[config.mk]
export PLATFORM = sky130hd
export DESIGN_NAME = ep_irq_agg
export DESIGN_NICKNAME = d
export VERILOG_FILES = /design/src/rtl/ep_irq_agg.sv
export SDC_FILE = /design/constraint.sdc
export NUM_CORES = 1
export LEC_CHECK = 0
export BUFFER_PORTS_ARGS = -buffer_cell sky130_fd_sc_hd__buf_2
export CORE_ASPECT_RATIO = 0.8
export CORE_MARGIN = 5
export CORE_UTILIZATION = 46
export DETAILED_ROUTE_END_ITERATION = 10
export PLACE_DENSITY_LB_ADDON = 0.2
export REMOVE_ABC_BUFFERS = 1
export SLEW_MARGIN = 0
export SYNTH_ARGS = -nofsm -noshare
export SYNTH_HDL_FRONTEND = slang
export SYNTH_SLANG_ARGS = --single-unit
[constraint.sdc]
create_clock -name clk -period 1.2 [get_ports clk]
set_input_delay 0.18 -clock clk [delete_from_list [all_inputs] [get_ports clk]]
set_output_delay 0.18 -clock clk [all_outputs]
set_load 0.1 [all_outputs]
[src/rtl/ep_irq_agg.sv]
module ep_irq_agg #(
  parameter int NUM_EP    = 5,
  parameter int NUM_CAUSE = 5,
  localparam int EPW      = (NUM_EP > 1) ? $clog2(NUM_EP) : 1,
  localparam int NSRC     = NUM_EP * NUM_CAUSE
) (
  input  logic                 clk,
  input  logic                 rst_n,
  input  logic [NSRC-1:0]      src_pulse,
  input  logic                 clr_we,
  input  logic [EPW-1:0]       clr_ep,
  input  logic [NUM_CAUSE-1:0] clr_bits,
  input  logic                 en_we,
  input  logic [NUM_EP-1:0]    en_data,
  input  logic                 dis_we,
  input  logic [NUM_EP-1:0]    dis_data,
  input  logic [EPW-1:0]       rd_ep,
  output logic [NUM_CAUSE-1:0] rd_cause,
  output logic [NUM_EP-1:0]    pend,
  output logic [NUM_EP-1:0]    mask,
  output logic                 irq
);

  logic [NUM_CAUSE-1:0] cause_q [NUM_EP];
  logic [NUM_EP-1:0]    mask_q;

  for (genvar e = 0; e < NUM_EP; e++) begin : g_ep
    logic                 hit;
    logic [NUM_CAUSE-1:0] wipe;

    assign hit  = clr_we && (clr_ep == EPW'(e));
    assign wipe = hit ? clr_bits : '0;

    always_ff @(posedge clk) begin
      if (!rst_n) cause_q[e] <= '0;
      else        cause_q[e] <= (cause_q[e] & ~wipe) | src_pulse[e*NUM_CAUSE +: NUM_CAUSE];
    end

    assign pend[e] = |cause_q[e];
  end

  always_ff @(posedge clk) begin
    if (!rst_n) mask_q <= '0;
    else        mask_q <= (mask_q | (en_we ? en_data : '0)) & ~(dis_we ? dis_data : '0);
  end

  always_comb begin
    rd_cause = '0;
    for (int e = 0; e < NUM_EP; e++)
      if (rd_ep == EPW'(e)) rd_cause = cause_q[e];
  end

  assign mask = mask_q;
  assign irq  = |(pend & mask_q);

endmodule

# After elaboration in Yosys (flattened, before gate mapping)
# Memory sizes are Yosys's and may differ from the RTL's.
# Index checks and enable logic that the tools add are counted.
# op_classes
n_eq_ne	8
muxes	19
bitwise	24
reduce_logical	13
# ops
operator	n
$mux W5	17
$and A5 B5 Y5	7
$not A5 Y5	6
$or A5 B5 Y5	6
$reduce_or A5 Y1	6
$eq A3 B2 Y1 const B	4
$eq A3 B1 Y1 const B	2
$eq A3 B3 Y1 const B	2
$logic_not A3 Y1	2
$logic_and A1 B1 Y1	5
$or A1 B1 Y1	5
$mux W1	2
# totals
ff_bits	5
ram_bits	25
in_bits	51
out_inout_bits	16
mem_count	1
# memory_table
name	words	width	rd	rd_clocked_by_memory_dff	wr	line_no	source
cause_q	5	5	5	0	5	24	logic [NUM_CAUSE-1:0] cause_q [NUM_EP];

# Longest topological paths before layout
# logic_depth
word_depth	7
mapped_depth	6
depth_no_buf	4

# Least setup slack after synthesis
# OpenSTA, ideal clock, no wires.
# synth_timing
kind	reg2out
startpoint	memory cause_q[2][3]
endpoint	output irq
t_arrival_ns	2.356
required_time_ns	1.020
slack_ns	-1.336
path_stages_with_launch	5
path_buffers	0
cell_sequence	dfxtp_1 > nor3_1 > nand2_1 > a22oi_1 > nand4_1
# synth_rtl
element	line_no	source
from (decl)	24	
to (decl)	21	output logic irq

==> results.tsv <==
stage	metric	value	unit
place	DP Worst Slack	-0.2375	ns
place	Port-buffer cells	66	
logic_synthesis	top-count cell post-synth	dfxtp_1	
timing	Setup Skew	0	ns
status	status	complete, but fails checks	
cts	CTS H-tree lvls	2	
critical_path	Worst R2R End	cause_q[4][3]$_SDFF_PN0_	
timing	Final period util	144.7	%
logic_synthesis	Gate Count Post-Synth	158	
logic_synthesis	number of synthesized flops with an enable pin	0	
critical_path	crit path capture type	output port	
route	routed vias/inst	5.467	
status	failing checks	negative setup slack	
logic_synthesis	share of the synthesized area in the top cell type	41.67	%
timing	Slew HR	62.22	%
logic_synthesis	Seq/Total Area, Yosys	41.67	%
power	Gate power share	34.2	%
cts	Post-CTS Hold Buffers	0	
power	cell-internal power	0.001982	W
power	P per Cell Area	1217	nW/um^2
cts	CTS tree	built	
timing	max-slew violations	0	
place	DP Area	2211	um^2
timing	Hold Fails Final Rpt	0	
route	Total Wirelength	5349	um
timing	setup ws final	-0.5369	ns
route	DRT iter0 DRCs	150	
timing	RSZ-0062 raised after global routing	true	
die	initial core utilization	47.41	%
grt	GRT overflow	0	
logic_synthesis	flop and latch count out of synthesis	30	
grt	GRT Overall Usage	24.61	%
cts	clock network latency to the later pin of the worst-skew pair	0.29	ns
power	P_leak	1.097	nW
critical_path	crit path kind	flip-flop to output port	
power	switching share of power	34.83	%
power	net switching power	0.001059	W
cts	CTS Sinks	30	
die	full die area	4360	um^2
critical_path	Worst Setup SP	cause_q[1][2]$_SDFF_PN0_	
power	Clk pwr share	28.6	%
cts	CTS Root Buffer Type	clkbuf_8	
logic_synthesis	top_reg_cell synth	dfxtp_1	
place	routability cong.	0.8367	
die	Die Ht	60.07	um
route	routed via count	1640	
route	drt pass-1 iters	4	
power	VDD IR max	0.9906	mV
critical_path	CP max FO	2	
cts	clk slew on worst S/H paths	0.07	ns
grt	global-route wire length before repair	7935	um
timing	Least-Margin Pin Slew	0.5668	ns
logic_synthesis	Synth async-reset ratio	0	%
logic_synthesis	Cell Area, Synth	1441	um^2
critical_path	worst r2r src	cause_q[4][3]$_SDFF_PN0_	
critical_path	Worst EP required	1.02	ns
cells_and_area	diodes inserted	0	
timing	WHS	0.08983	ns
logic_synthesis	Syn. warnings	0	
critical_path	slack of the worst reg-to-reg path	0.23	ns
timing	fmax	575.7	MHz
power	power share of the sequential group	37.2	%
die	die width	72.59	um
cells_and_area	# fillers	178	
die	Placement Rows	18	
route	Detail Route Antenna Nets	0	
logic_synthesis	top post-synthesis cells by count	dfxtp_1, a21boi_0, o21a_1	
cells_and_area	Post-layout nets	310	
logic_synthesis	Synth area leader	dfxtp_1	
cells_and_area	share of layout cells above drive strength 1	54.23	%
timing	Final Critical Period	1.737	ns
cells_and_area	fin area	2500	um^2
grt	number of global-route vias before repair	1718	
critical_path	r2r worst-path depth	4	
route	DR DRC count	0	
route	DR WL/cell	17.83	um
die	Core Region	3040	um^2
logic_synthesis	Post-Syn Area per Cell	9.123	um^2
logic_synthesis	Synth cell types	27	
run	MaxCap Viol Count	0	
worst_hold_path	worst min path class	primary input to flip-flop	
cts	CTS buffer count	5	
place	hpwl dp	3794	um
critical_path	end point of the critical path	rd_cause[2]	
die	io pins	67	
cells_and_area	P&R area growth vs syn	73.44	%
grt	largest net degree at the start of global routing	31	
critical_path	Worst EP arrival	1.56	ns
critical_path	Startpoint Class	flip-flop	
timing	endpoints failing setup	11	
grt	initial antenna violation count	0	
logic_synthesis	Synth area leaders	dfxtp_1, a21boi_0, o21a_1	
cts	Max Buffers Root-to-Sink	2	
==> worst min path at each step <==
stage / startpoint / to / slack [ns] / depth (start not counted)
3_3_place_gp: src_pulse[3] / cause_q[0][3]$_SDFF_PN0_ / 0.39 / 2
5_1_grt: src_pulse[6] / cause_q[1][1]$_SDFF_PN0_ / 0.08 / 2
2_1_floorplan: rst_n / mask[0]$_SDFF_PN0_ / 0.29 / 2
4_1_cts: src_pulse[3] / cause_q[0][3]$_SDFF_PN0_ / 0.08 / 2
6_report: src_pulse[3] / cause_q[0][3]$_SDFF_PN0_ / 0.09 / 2
3_5_place_dp: src_pulse[3] / cause_q[0][3]$_SDFF_PN0_ / 0.39 / 2
==> layout make-up <==
cell class                      instances  area (um^2)  share of cell area [%]
Inverter                                1        3.754                  0.1502
Tap cell                               40        50.05                   2.002
Timing Repair Buffer                  100        845.8                   33.83
Multi-Input combinational cell        121        888.4                   35.54
Clock buffer                            6        82.58                   3.303
Clock inverter                          2        12.51                  0.5005
Sequential cell                        30        616.8                   24.67
==> logic make-up (layout without fill, tap and decap cells) <==
kind of cell / count (synthesis) / after routing / share of synthesized area [%]
AO/OA/AOI/OAI: 69 / 69 / 34.20
AND/OR/NAND/NOR: 47 / 47 / 16.84
flip-flops: 30 / 30 / 41.67
buffers and inverters: 7 / 109 / 2.951
multiplexers: 5 / 5 / 4.340
==> registers in the layout, indices dropped and copies added (netlist names) <==
register and flops:
cause_q 25, mask 5
==> stage by stage <==
stage                     util (%)  power (W)  TNS, ns  std cells
final                        82.22   0.003041   -3.942        300
after global routing         82.22   0.003142   -4.377        300
after CTS                    80.66   0.003014   -3.764        300
after detailed placement     72.72   0.002063   -1.341        291
after global placement       72.72   0.002034   -1.169        291
after floorplan                  -   0.001626   -6.576        152
==> worst max-delay path, cell delays in order (launching register included) <==
cell and delay [ns]:
dfxtp_2 0.35, buf_6 0.11, mux2i_1 0.17, nor2_1 0.07, a31oi_1 0.23, o22ai_2 0.15
buf_12 0.19
==> metal layers <==
layer  track usage (%)  share of wire (%)
met4             12.89                1.8
met3             5.714                6.0
met5                 0                  0
met2             43.06                 54
met1             28.02                 39
==> cells in the final DEF, fill, tap and decap left out <==
| master | count |
|---|---|
| clkbuf_8 | 6 |
| nor4_4 | 1 |
| a21oi_1 | 5 |
| nor2b_1 | 1 |
| mux2i_1 | 1 |
| mux4_2 | 1 |
| buf_8 | 1 |
| and2b_1 | 1 |
| o22ai_2 | 4 |
| nor4_2 | 2 |
| nand2b_4 | 1 |
| a21boi_0 | 25 |
| buf_6 | 10 |
| clkinv_2 | 1 |
| clkinvlp_4 | 1 |
| a22oi_2 | 1 |
| mux2i_2 | 3 |
| nand4_1 | 1 |
| nand2b_1 | 4 |
| nor3b_2 | 1 |
| nor2_2 | 2 |
| nor3_2 | 4 |
| a31oi_1 | 4 |
| dfxtp_4 | 1 |
| dfxtp_2 | 10 |
| nor2_1 | 12 |
| nand2_1 | 16 |
| a22oi_1 | 4 |
| dfxtp_1 | 19 |
| inv_2 | 1 |
| buf_2 | 50 |
| o21a_1 | 25 |
| nand3_1 | 1 |
| o21ai_4 | 1 |
| buf_4 | 25 |
| buf_12 | 14 |
==> power groups by stage <==
stage | sequential, W | combinational, W | clock (W)
after floorplan | 0.00119 | 0.000434 | 0
after global placement | 0.00113 | 0.000908 | 0
after detailed placement | 0.00113 | 0.000933 | 0
after CTS | 0.00112 | 0.00100 | 0.000889
after global routing | 0.00114 | 0.00108 | 0.000922
final | 0.00113 | 0.00104 | 0.000870
==> repair_timing <==
action	in CTS	in global routing
hold endpoints to repair	0	0
gates cloned	0	0
buffers inserted	2	2
resized for setup	40	12
setup endpoints to repair	11	11
pin swaps	10	13
Note: power is estimated with default switching activity, not from simulation.
